==> config.mk <==
export PLATFORM = sky130hd
export DESIGN_NAME = stg_wdog
export DESIGN_NICKNAME = d
export VERILOG_FILES = /design/src/rtl/wdg_pkg.sv /design/src/rtl/wdg_tick_timer.sv /design/src/rtl/wdg_countdown.sv /design/src/rtl/wdg_regs.sv /design/src/rtl/stg_wdog.sv
export SDC_FILE = /design/constraint.sdc
export NUM_CORES = 1
export LEC_CHECK = 0
export ABC_AREA = 1
export BUFFER_PORTS_ARGS = -buffer_cell sky130_fd_sc_hd__buf_4
export CAP_MARGIN = 20
export CORE_ASPECT_RATIO = 0.9
export CORE_MARGIN = 2
export CORE_UTILIZATION = 53
export DETAILED_ROUTE_END_ITERATION = 12
export PLACE_DENSITY = 0.79
export SYNTH_ARGS = -nofsm -noshare
export SYNTH_HDL_FRONTEND = slang
export SYNTH_SLANG_ARGS = --single-unit
==> constraint.sdc <==
create_clock -name clk -period 2.7 [get_ports clk]
set_input_delay 0.54 -clock clk [delete_from_list [all_inputs] [get_ports clk]]
set_output_delay 0.54 -clock clk [all_outputs]
set_load 0.1 [all_outputs]
==> src/rtl/wdg_pkg.sv <==
package wdg_pkg;
    localparam int DATA_W = 32;
    localparam int ADDR_W = 5;
    localparam int PER_W  = 8;
    localparam int STG_W  = 2;
    localparam int SEL_W  = 4;
    localparam int RLD_W  = 30;

    localparam logic [ADDR_W-1:0] A_CFG = 5'h00;
    localparam logic [ADDR_W-1:0] A_STS = 5'h04;
    localparam logic [ADDR_W-1:0] A_CMD = 5'h08;
    localparam logic [ADDR_W-1:0] A_KEY = 5'h0C;
    localparam logic [ADDR_W-1:0] A_TMR = 5'h10;

    localparam logic [15:0] UNLOCK_KEY = 16'hC45A;
    localparam logic [STG_W-1:0] LAST_STG = '1;

    typedef struct packed {
        logic             rst_en;
        logic             irq_en;
        logic [PER_W-1:0] period;
        logic [SEL_W-1:0] sel;
    } wd_cfg_t;

    typedef struct packed {
        logic             en;
        logic             periodic;
        logic [RLD_W-1:0] reload;
    } tmr_ctl_t;

    typedef enum logic [1:0] {WD_OFF, WD_COUNT, WD_TRIPPED} wd_state_e;

    function automatic logic [PER_W-1:0] eff_period(input logic [PER_W-1:0] p);
        return (p == '0) ? PER_W'(1) : p;
    endfunction

    function automatic logic [DATA_W-1:0] cfg_word(input wd_cfg_t c);
        logic [DATA_W-1:0] w;
        w = '0;
        w[SEL_W-1:0] = c.sel;
        w[4 +: PER_W] = c.period;
        w[12] = c.irq_en;
        w[15] = c.rst_en;
        return w;
    endfunction

    function automatic wd_cfg_t cfg_decode(input logic [DATA_W-1:0] w);
        wd_cfg_t c;
        c.sel    = w[SEL_W-1:0];
        c.period = w[4 +: PER_W];
        c.irq_en = w[12];
        c.rst_en = w[15];
        return c;
    endfunction
endpackage

==> src/rtl/wdg_tick_timer.sv <==
module wdg_tick_timer
    import wdg_pkg::*;
(
    input  logic              clk,
    input  logic              rst,
    input  logic              ref_tick,
    input  logic              ctl_wr,
    input  logic [DATA_W-1:0] ctl_wdata,
    output tmr_ctl_t          ctl_q,
    output logic              tick
);
    logic [RLD_W-1:0] acc_q;
    logic             live;
    logic             last;

    assign live = ctl_q.en && ref_tick && (ctl_q.reload != '0);
    assign last = (acc_q == ctl_q.reload - RLD_W'(1));
    assign tick = live && last;

    always_ff @(posedge clk) begin
        if (rst) begin
            ctl_q <= '0;
            acc_q <= '0;
        end else if (ctl_wr) begin
            ctl_q <= tmr_ctl_t'(ctl_wdata);
            acc_q <= '0;
        end else if (live) begin
            if (last) begin
                acc_q <= '0;
                if (!ctl_q.periodic) ctl_q.en <= 1'b0;
            end else begin
                acc_q <= acc_q + RLD_W'(1);
            end
        end
    end
endmodule

==> src/rtl/wdg_countdown.sv <==
module wdg_countdown
    import wdg_pkg::*;
(
    input  logic             clk,
    input  logic             rst,
    input  logic             tick,
    input  logic             start,
    input  logic             stop,
    input  logic [PER_W-1:0] period,
    input  logic             irq_en,
    input  logic             rst_en,
    output logic [PER_W-1:0] count,
    output logic [STG_W-1:0] stage,
    output logic             running,
    output logic             irq,
    output logic             sys_rst
);
    wd_state_e state_q;
    logic      expire;

    assign running = (state_q == WD_COUNT);
    assign expire  = running && tick && (count <= PER_W'(1));

    always_ff @(posedge clk) begin
        if (rst) begin
            state_q <= WD_OFF;
            count   <= '0;
            stage   <= '0;
            irq     <= 1'b0;
            sys_rst <= 1'b0;
        end else begin
            sys_rst <= 1'b0;
            if (stop) begin
                state_q <= WD_OFF;
                irq     <= 1'b0;
            end else if (start) begin
                state_q <= WD_COUNT;
                count   <= period;
                stage   <= '0;
                irq     <= 1'b0;
            end else if (expire) begin
                count <= period;
                if (irq_en) irq <= 1'b1;
                if (stage == LAST_STG) begin
                    state_q <= WD_TRIPPED;
                    sys_rst <= rst_en;
                end else begin
                    stage <= stage + STG_W'(1);
                end
            end else if (running && tick) begin
                count <= count - PER_W'(1);
            end
        end
    end
endmodule

==> src/rtl/wdg_regs.sv <==
module wdg_regs
    import wdg_pkg::*;
(
    input  logic              clk,
    input  logic              rst,
    input  logic              wr_en,
    input  logic [ADDR_W-1:0] wr_addr,
    input  logic [DATA_W-1:0] wr_data,
    input  logic [ADDR_W-1:0] rd_addr,
    input  logic [PER_W-1:0]  count,
    input  logic [STG_W-1:0]  stage,
    input  tmr_ctl_t          tmr_ctl,
    output wd_cfg_t           cfg_q,
    output logic              tmr_wr,
    output logic              cmd_wr,
    output logic              key_ok,
    output logic              start_cmd,
    output logic              stop_cmd,
    output logic [DATA_W-1:0] rd_data
);
    logic cfg_wr, key_wr;

    assign cfg_wr    = wr_en && (wr_addr == A_CFG);
    assign cmd_wr    = wr_en && (wr_addr == A_CMD);
    assign key_wr    = wr_en && (wr_addr == A_KEY);
    assign tmr_wr    = wr_en && (wr_addr == A_TMR);
    assign stop_cmd  = cmd_wr && wr_data[1] && key_ok;
    assign start_cmd = cmd_wr && wr_data[0] && !stop_cmd;

    always_ff @(posedge clk) begin
        if (rst) begin
            cfg_q  <= '0;
            key_ok <= 1'b0;
        end else begin
            if (cfg_wr) cfg_q <= cfg_decode(wr_data);
            if (key_wr)      key_ok <= (wr_data[15:0] == UNLOCK_KEY);
            else if (wr_en)  key_ok <= 1'b0;
        end
    end

    always_comb begin
        rd_data = '0;
        case (rd_addr)
            A_CFG: rd_data = cfg_word(cfg_q);
            A_STS: begin
                rd_data[4 +: PER_W]  = count;
                rd_data[12 +: STG_W] = stage;
            end
            A_TMR: rd_data = DATA_W'(tmr_ctl);
            default: rd_data = '0;
        endcase
    end
endmodule

==> src/rtl/stg_wdog.sv <==
module stg_wdog
    import wdg_pkg::*;
#(
    parameter int TMR_ID = 5
) (
    input  logic              clk,
    input  logic              rst,
    input  logic              ref_tick,
    input  logic              wr_en,
    input  logic [ADDR_W-1:0] wr_addr,
    input  logic [DATA_W-1:0] wr_data,
    input  logic [ADDR_W-1:0] rd_addr,
    output logic [DATA_W-1:0] rd_data,
    output logic              irq_o,
    output logic              sys_rst_o
);
    localparam logic [SEL_W-1:0] MY_SEL = SEL_W'(TMR_ID);

    wd_cfg_t          cfg_q;
    tmr_ctl_t         tmr_ctl;
    logic             tmr_wr, cmd_wr, key_ok, start_cmd, stop_cmd;
    logic             raw_tick, tick, wd_run;
    logic [PER_W-1:0] wd_cnt, per_eff;
    logic [STG_W-1:0] wd_stg;

    assign tick    = raw_tick && (cfg_q.sel == MY_SEL);
    assign per_eff = eff_period(cfg_q.period);

    wdg_regs u_regs (
        .clk(clk), .rst(rst), .wr_en(wr_en), .wr_addr(wr_addr), .wr_data(wr_data),
        .rd_addr(rd_addr), .count(wd_cnt), .stage(wd_stg), .tmr_ctl(tmr_ctl),
        .cfg_q(cfg_q), .tmr_wr(tmr_wr), .cmd_wr(cmd_wr), .key_ok(key_ok),
        .start_cmd(start_cmd), .stop_cmd(stop_cmd), .rd_data(rd_data)
    );

    wdg_tick_timer u_tmr (
        .clk(clk), .rst(rst), .ref_tick(ref_tick), .ctl_wr(tmr_wr),
        .ctl_wdata(wr_data), .ctl_q(tmr_ctl), .tick(raw_tick)
    );

    wdg_countdown u_cnt (
        .clk(clk), .rst(rst), .tick(tick), .start(start_cmd), .stop(stop_cmd),
        .period(per_eff), .irq_en(cfg_q.irq_en), .rst_en(cfg_q.rst_en),
        .count(wd_cnt), .stage(wd_stg), .running(wd_run), .irq(irq_o),
        .sys_rst(sys_rst_o)
    );
endmodule

Word level (Yosys, flattened, before mapping):

Index checks and enable logic that the tools add are counted.

* register bits after elaboration: 91
* word-level logic and storage cells: 90
* bits of input ports: 46

* reductions and logical operators: 35
* equality and inequality tests: 12
* muxes and demuxes: 20
* bitwise operators: 3
* add/sub/neg operators: 4
* magnitude comparators: 1

Operators with widths (count)
* one-hot mux 18 bit (2 select lines): 1
* two-way mux 8 bit: 4
* adder 30 x 1 -> 30 bit, second input constant: 1
* == test 30 bit: 1
* two-way mux 30 bit: 1
* one-hot mux 10 bit (3 select lines): 1
* nonzero test 30 bit: 1
* subtractor 30 x 1 -> 30 bit, second input constant: 1
* == test 16 bit, second input constant: 1
* logical AND 1 bit: 14
* == test 5 x 4 -> 1 bit, second input constant: 2
* == test 5 bit, second input constant: 2
* logical NOT 5 bit: 2
* nonzero test 2 bit: 5
* two-way mux 1 bit: 9
* <= comparator 8 x 1 -> 1 bit, second input constant: 1
* logical NOT 8 bit: 1
* one-hot mux 4 bit (2 select lines): 1
* AND reduction 2 bit: 4
* subtractor 8 x 1 -> 8 bit, second input constant: 1
* two-way mux 2 bit: 3
* AND reduction 3 bit: 2
* == test 5 x 3 -> 1 bit, second input constant: 1
* OR reduction 5 bit: 1
* 10 further kinds: 14

Logic depth before layout (Yosys ltp):

Gate-level depths: netlist of run 1.

* depth in word-level cells: 8
* gate-level depth with buffers: 21
* gate-level depth less buffers: 20

Hierarchy:

Synthesis of run 1 repeated with hierarchy kept, for this count alone.

* cells, all modules: 1112
* area, all modules: 6746.5 µm²

Modules (own cells, without submodules)
* wdg_tick_timer: area each 4460.5 µm², cells each 753, instances 1, seq. area each 1241.2 µm²
* wdg_regs: area each 1323.8 µm², cells each 203, instances 1, seq. area each 300.3 µm²
* wdg_countdown: area each 888.4 µm², cells each 137, instances 1, seq. area each 280.3 µm²
* stg_wdog: area each 73.8 µm², cells each 19, instances 1, seq. area each 0.0 µm²

Least setup slack after synthesis of run 1:

Ideal clock, no wire load.

* kind: input-to-output
* start point: input rd_addr[1]
* end point: output rd_data[10]
* path slack: -591 ps
* arrival time: 2751 ps
* data required time: 2160 ps
* stages on the path: 5
* cells stage by stage: nor2_1 -> nand2_1 -> nor2_1 -> clkinv_1 -> o221ai_1

* word-level cells in the longest chain between the ends: 2
* elaborated cells on any way between the ends: 4
* those cells by class: 2 x eq/ne; 1 x mux; 1 x reduce/logical

RTL lines
* start: declaration: RTL line stg_wdog.sv:12 `input logic [ADDR_W-1:0] rd_addr,`
* == test 5 bit, or another cell as far along: RTL line wdg_regs.sv:43 `case (rd_addr)`
* one-hot mux 10 bit (3 select lines) *: RTL line wdg_regs.sv:43
* end: declaration: RTL line stg_wdog.sv:13 `output logic [DATA_W-1:0] rd_data,`

Every way passes the cells marked *; elsewhere a longest branch is shown, timed or not.

Worst setup path after layout of run 1:

* start point: register u_tmr.ctl_q[1] in the netlist's numbering
* end point: register u_cnt.count[5]

* word-level cells in the longest chain between the ends: 8
* elaborated cells on any way between the ends: 12
* those cells by class: 1 x add/sub; 1 x eq/ne; 2 x mux; 8 x reduce/logical

RTL lines
* start: declaration: RTL line wdg_tick_timer.sv:9 `output tmr_ctl_t ctl_q,`
* start signal: assignment: RTL line wdg_tick_timer.sv:25 `ctl_q <= tmr_ctl_t'(ctl_wdata);`
* subtractor 30 x 1 -> 30 bit / nonzero test 30 bit (equally long branches): RTL line wdg_tick_timer.sv:17, wdg_tick_timer.sv:16
* == test 30 bit / logical AND 1 bit (equally long branches): RTL line wdg_tick_timer.sv:17, wdg_tick_timer.sv:16
* logical AND 1 bit *: RTL line wdg_tick_timer.sv:18 `assign tick = live && last;`
* logical AND 1 bit *: RTL line stg_wdog.sv:26 `assign tick = raw_tick && (cfg_q.sel == MY_SEL);`
* logical AND 1 bit *: RTL line wdg_countdown.sv:22, wdg_countdown.sv:50
* logical AND 1 bit: RTL line wdg_countdown.sv:22 `assign expire = running && tick && (count <= PER_W'(1));`
* nonzero test 3 bit (no source line) / two-way mux 8 bit (equally long branches)
* AND reduction 2 bit (no source line) / two-way mux 8 bit (equally long branches)
* end signal: assignment: RTL line wdg_countdown.sv:38 `count <= period;`
* end signal: assignment: RTL line wdg_countdown.sv:42 `count <= period;`
* end signal: assignment: RTL line wdg_countdown.sv:51 `count <= count - PER_W'(1);`
* end: declaration: RTL line wdg_countdown.sv:12 `output logic [PER_W-1:0] count,`

Marks and branches as above.
A chain may end at the register's enable or synchronous reset.

==> metrics, run 1 <==
clk slew on worst S/H paths 70 ps; Starting Density 0.5407; Clock power frac 0.431; Post-Route WL 16.52 mm; clk root buf clkbuf_16; crit path kind reg2reg; most common cell after layout, fill and taps aside nand2_1; worst clock skew 8.595 ps; WL/cell 14.52 um; Cell variety after synth 46; Num CTS Buffers 9; P&R area growth vs syn 22.70%; largest net degree at the start of global routing 36; most frequent cells in the layout 203 x nand2_1, 137 x inv_1, 103 x nor2_1; Gate power share 0.129; fin crit share 0.9238; area of the die 11840 sq um; Placed Cells 1118; crit start category flip-flop; vias in the first global route 5368; antenna cells 0; pre-CTS setup slack 150.0 ps; share of power burned in registers 0.440; status completed; CTS tree built; Worst Hold Class in2reg; Max Cap Violations 0; CP startpoint u_tmr.ctl_q[1]; total chip power 3094 uW; total clock sinks 91; final worst slack 205.7 ps; area leader, netlist dfxtp_1; CORE AREA 10770 sq um; Power Density 433.2 nW/um^2; H-tree depth 3; dpl cell area 6705 sq um; EDFF count, synth 0; Iter 0 DRT Violations 567; drt first pass iters 6; #FFs+latches synth 91; final number of hold-violating endpoints 0; Tmin final 2494 ps; asr flop ratio synth 0; Worst slew margin 0.6258; residual DRC count 0; width of the die 114.5 um; arrival time of the worst setup path 2800 ps; dominant cells by area after synthesis dfxtp_1 31%, nand2_1 13%, inv_1 9.0%, nor2_1 8.1%, o21ai_0 5.0%; Non-Filler Instances 1138; Cell Area, Synth 5821 sq um; Seq/Total Area, Yosys 0.3130; Avg Cell Area, Syn 6.396 sq um; share of layout cells above drive strength 1 0.1831; Slew @ Worst Pin 560.7 ps; Routed Antenna Nets 0; Yosys Warn Count 0; Die Span Y 103.4 um; final setup fails 0; Yosys top cell area share 0.3130; number of port buffers 79; Placer Congestion 0.9607; fin area 7142 sq um; I/O pin cnt 80; R2R setup slack 210 ps; Fmax 400.9 MHz; NetSw 806.7 uW; max-slew violations 0; R2R Path Start u_tmr.ctl_q[1]; worst vdd ir 333.7 uV; global route overflow 0; Req. time, crit path 3010 ps; first-pass GRT wire length 26.59 mm; Synth Flop Type dfxtp_1; FP Rows 36; Mapped Cells 910; Crit Path Max Fanout 10; Max Root-Sink Buffers 2; NumNets Final 1052; routed vias 6172; Vias/cell 5.424; total track usage 0.2851; Critical Path End Type flip-flop; Lkg Pwr 0.003356 uW; beginning of the worst hold path rst; post-detail-place hpwl 12.62 mm; initial antenna violation count 0; cell internal pwr 2287 uW; Syn Nets 962; sw frac 0.2607; final core occ 0.6634; clk_lat worst skew 350 ps
[kinds of logic (layout without fill, tap and decap cells)]
| kind of cell | count (synthesis) | count (layout) | share of synthesized area |
|---|---|---|---|
| and+or+nand+nor | 465 | 466 | 0.3684 |
| buffers and inverters | 164 | 258 | 0.1088 |
| AOI/OAI and AO/OA | 147 | 147 | 0.1412 |
| DFF | 91 | 91 | 0.3130 |
| xor gates and xnor gates | 37 | 37 | 0.05567 |
| adders and majority gates | 6 | 6 | 0.01290 |
[final cells by class]
class	instances	area, sq um
fillers	939	3623
well taps	133	166.4
flip-flops and latches	91	1822
repair buffers	99	772.0
clock buffers	12	256.5
multi-input cells	656	3532
inverters	143	536.8
clock inverters	4	56.30
[stage by stage]
stage / hold slack (ps) / setup TNS, ps
final: 388.4 / 0
after global routing: 383.3 / -2.375
after CTS: 381.4 / 0
after detailed placement: 459.6 / 0
after global placement: 450.0 / 0
after floorplan: 434.7 / -5116
[cells in the mapped netlist (all sizes together), types with 2 or more instances]
library cell  count
nand2           214
inv             141
nor2            140
dfxtp            91
o21ai            60
a21oi            58
nand3            58
xor2             30
nand4            18
nor3             17
clkbuf           16
o221ai            8
nand3b            7
nor4              7
xnor2             7
ha                6
o22ai             6
buf               5
a211oi            4
nor3b             3
o211ai            3
a311oi            2
clkinv            2
o21bai            2
[final timing paths]
| check | endpoint | depth (start not counted) |
|---|---|---|
| max | u_cnt.count[5] | 18 |
| min | u_regs.key_ok | 2 |
| max reg2reg | u_cnt.count[5] | 18 |
| min reg2reg | u_cnt.state_q[1] | 2 |
[what timing repair did]
action | in CTS | in global routing
hold buffers | 0 | 0
buffers inserted | 0 | 3
endpoints found under the setup margin | 0 | 39
resized for setup | 0 | 19
[worst max-delay path: stages, from the launching register on]
cell     delay [ps]
dfxtp_1         300
inv_1           100
buf_4           160
nand3_4         150
nor2_4          150
nand2_2         110
nor2_2          160
xor2_2          200
inv_1            60
nand2_1          60
nand2_1          80
nor2_4          200
nand4_2         140
buf_4           210
nand2_8          90
nand2_1          70
nand3_1          80
nand2_1          60
inv_1            50
[layer usage]
metal / up-vias / track usage / share of wire
li1: 3104 / - / -
met1: 2794 / 0.4277 / 0.48
met2: 259 / 0.4292 / 0.42
met3: 15 / 0.04662 / 0.086
met4: 0 / 0.06379 / 0.012
met5: - / 0 / 0
[power by group through the flow]
stage | clock network, uW | registers [uW] | logic [uW]
finish | 1330 | 1360 | 399
global route | 1400 | 1360 | 446
CTS | 1350 | 1360 | 377
floorplan | 0 | 1390 | 249
global placement | 0 | 1390 | 370
detailed placement | 0 | 1390 | 374
[flip-flops by register name, summed over array words and instances, names as in the netlist, 2 cells and up]
signal / count
u_cnt.count: 8
u_cnt.state_q: 2
u_cnt.stage: 2
u_tmr.ctl_q: 32
u_tmr.acc_q: 30
u_regs.cfg_q: 14
Power figures use the tool's default switching activity.
==> run 2: changes to the inputs <==
--- a/config.mk
+++ b/config.mk
@@ -5,14 +5,15 @@
 export SDC_FILE = /design/constraint.sdc
 export NUM_CORES = 1
 export LEC_CHECK = 0
-export ABC_AREA = 1
+export ABC_AREA = 0
 export BUFFER_PORTS_ARGS = -buffer_cell sky130_fd_sc_hd__buf_4
 export CAP_MARGIN = 20
 export CORE_ASPECT_RATIO = 0.9
 export CORE_MARGIN = 2
 export CORE_UTILIZATION = 53
 export DETAILED_ROUTE_END_ITERATION = 12
-export PLACE_DENSITY = 0.79
+export PLACE_DENSITY = 0.8
+export SLEW_MARGIN = 30
 export SYNTH_ARGS = -nofsm -noshare
 export SYNTH_HDL_FRONTEND = slang
 export SYNTH_SLANG_ARGS = --single-unit
==> metrics, run 2 <==
Synth top cells by count 105 x nand2_1, 91 x dfxtp_1, 74 x nor2_1, 43 x xnor2_1, 41 x a21oi_1; most frequent cells in the layout 198 x buf_4, 105 x nand2_1, 89 x dfxtp_1; clk_lat worst skew 350 ps (about the same); met1 usage 0.4103 (-0.01747); global route overflow 0 (unchanged); Vias/cell 5.781 (+6.6%); routed vias 5845 (-5.3%); first-pass GRT wire length 27.69 mm (+4.1%); dominant cells by area after synthesis dfxtp_1 33%, nand2_1 7.2%, xnor2_1 6.8%, mux2i_1 5.5%, nor2_1 5.0%; final number of hold-violating endpoints 0 (unchanged); Post-Route WL 17.30 mm (+4.7%); WL/cell 17.11 um (+18%); max-slew violations 0 (unchanged); residual DRC count 0 (unchanged); most common cell after layout, fill and taps aside buf_4; Iter 0 DRT Violations 389 (-31%); Synth Flop Type dfxtp_1; #FFs+latches synth 91 (unchanged); Tmin final 3383 ps (+889.1 ps); met2 usage 0.5047 (+0.07547); Largest regs u_tmr.ctl_q x32, u_tmr.acc_q x30, u_regs.cfg_q x14; number of port buffers 79 (unchanged); worst path cell trace inv_4, ha_4, or4b_4, nor4_4, xnor2_1, or3b_1, nand4b_4, or4_1, o31a_1, nor3b_2, or4_1; share of layout cells above drive strength 1 0.3039 (+0.1208); crit path kind reg2reg; Syn Nets 756 (-21%); Fmax 295.6 MHz (-26%); most common cell in the netlist nand2_1; Placed Cells 987 (-12%); final worst slack -683.4 ps (-889.1 ps); final core occ 0.7516 (+0.08819); clk slew on worst S/H paths 70 ps (about the same); H-tree depth 3 (unchanged); FP Rows 35 (-2.8%); largest net degree at the start of global routing 41 (+14%); CTS tree built; Top reg by flops u_tmr.ctl_q; RSZ-0062 raised after global routing yes; Seq/Total Area, Yosys 0.3311 (+0.01815); Power Density 406.4 nW/um^2 (-6.2%); Worst slew margin 0.5387 (-0.08711); Non-Filler Instances 1011 (-11%); drt first pass iters 5 (-1); final setup fails 43 (+43); width of the die 111.4 um (-2.7%); Avg Cell Area, Syn 7.815 sq um (+22%); gr busiest metal met2; total clock sinks 91 (unchanged); crit start category flip-flop; total track usage 0.3085 (+0.02346); initial antenna violation count 0 (unchanged); Cell Area, Synth 5502 sq um (-5.5%); cell mode on critical path or4_1; Starting Density 0.5415 (+0.0008237); Lkg Pwr 0.003189 uW (-5.0%); I/O pin cnt 80 (unchanged); Crit Path Max Fanout 3 (-7); Yosys Warn Count 0 (unchanged); EDFF count, synth 0 (unchanged); Placer Congestion 0.9629 (+0.23%); Max Cap Violations 0 (unchanged); clk root buf clkbuf_16; arrival time of the worst setup path 3610 ps (+810 ps); Hold WS 430.8 ps (+42.39 ps); fin crit share 1.253 (+0.3293); Max Root-Sink Buffers 2 (unchanged); status finished, violations left; Slew @ Worst Pin 682.4 ps (+121.7 ps); failing checks negative setup slack; NumNets Final 929 (-12%); Routed Antenna Nets 0 (unchanged); asr flop ratio synth 0 (unchanged); Worst Hold Class in2reg; area of the die 11210 sq um (-5.3%); Worst path slowest cell or4_1; area leader, netlist dfxtp_1; Crit path buffers/inverters 1 (-4); Mapped Cells 704 (-23%); Cell variety after synth 61 (+33%); delay of the slowest cell on the worst path 530 ps (+230 ps); vias in the first global route 5591 (+4.2%); Yosys top cell area share 0.3311 (+0.01815); Critical Path End Type flip-flop; P&R area growth vs syn 38.80%; worst vdd ir 574.9 uV (+72%); CORE AREA 10160 sq um (-5.6%); grt met3 use 0.05833 (+0.01171); antenna cells 0 (unchanged); Die Span Y 100.7 um (-2.7%); Num CTS Buffers 9 (unchanged); crit-path leading delay family simple AND/OR/NAND/NOR gates; worst clock skew 5.470 ps (-3.125 ps); post-detail-place hpwl 13.32 mm (+5.6%); Req. time, crit path 2930 ps (-80 ps); max FFs per register 32 (unchanged)
run 2: per-layer routing:
layer / up-vias / wire length, um
met5: - / 0
met1: 2789 / 7550
met3: 38 / 1181
met2: 227 / 8123
li1: 2791 / -
met4: 0 / 447
run 2: through the flow:
| stage | area (sq um) | setup WS [ps] | TNS, ps | power [uW] |
|---|---|---|---|---|
| 2_1_floorplan | 5632 | -698.7 | -8205 | 1536 |
| 3_3_place_gp | 7092 | -614.0 | -9642 | 1668 |
| 3_5_place_dp | 7092 | -703.6 | -13230 | 1675 |
| 4_1_cts | 7552 | -639.1 | -9558 | 3104 |
| 5_1_grt | 7636 | -841.2 | -16920 | 3197 |
| 6_report | 7636 | -683.4 | -10790 | 3103 |
run 2: cell type report:
class,instances,area [sq um]
multi-input combinational,552,3660
fill,760,2524
sequential,91,1827
timing repair buffer,205,1577
clock buffer,10,250.2
tap,129,161.4
clock inverter,6,91.34
inverter,18,70.07
run 2: repair_timing:
action,CTS,global route
resized for setup,14,13
setup buffers,7,1
pin swaps,16,8
endpoints found under the setup margin,45,45
hold buffers,0,0
gates cloned,1,0
hold endpoints to repair,0,0
run 2: cells by family after synthesis:
group | share of synthesized area
xor gates and xnor gates | 0.1162
AOI/OAI and AO/OA | 0.1144
buffers and inverters | 0.04731
adders and majority gates | 0.01365
and+or+nand+nor | 0.3207
DFF | 0.3311
muxes | 0.05663
run 2: power breakdown:
group,switching (uW),total [uW],internal [uW]
Combinational,160,309,148
Sequential,6.45,1350,1350
Clock,565,1440,876
Total,732,3100,2370
run 2: worst paths after layout:
path	from	endpoint	slack (ps)	depth (start not counted)
min	wr_data[28]	u_tmr.ctl_q[28]	430	3
max reg2reg	u_tmr.ctl_q[0]	u_cnt.count[0]	-680	11
max	u_tmr.ctl_q[0]	u_cnt.count[0]	-680	11
min reg2reg	u_cnt.irq	u_cnt.irq	470	2
run 2: tightest hold or removal path: stages:
cell     delay [ps]
buf_4           100
nand2_1          40
a21oi_1          50
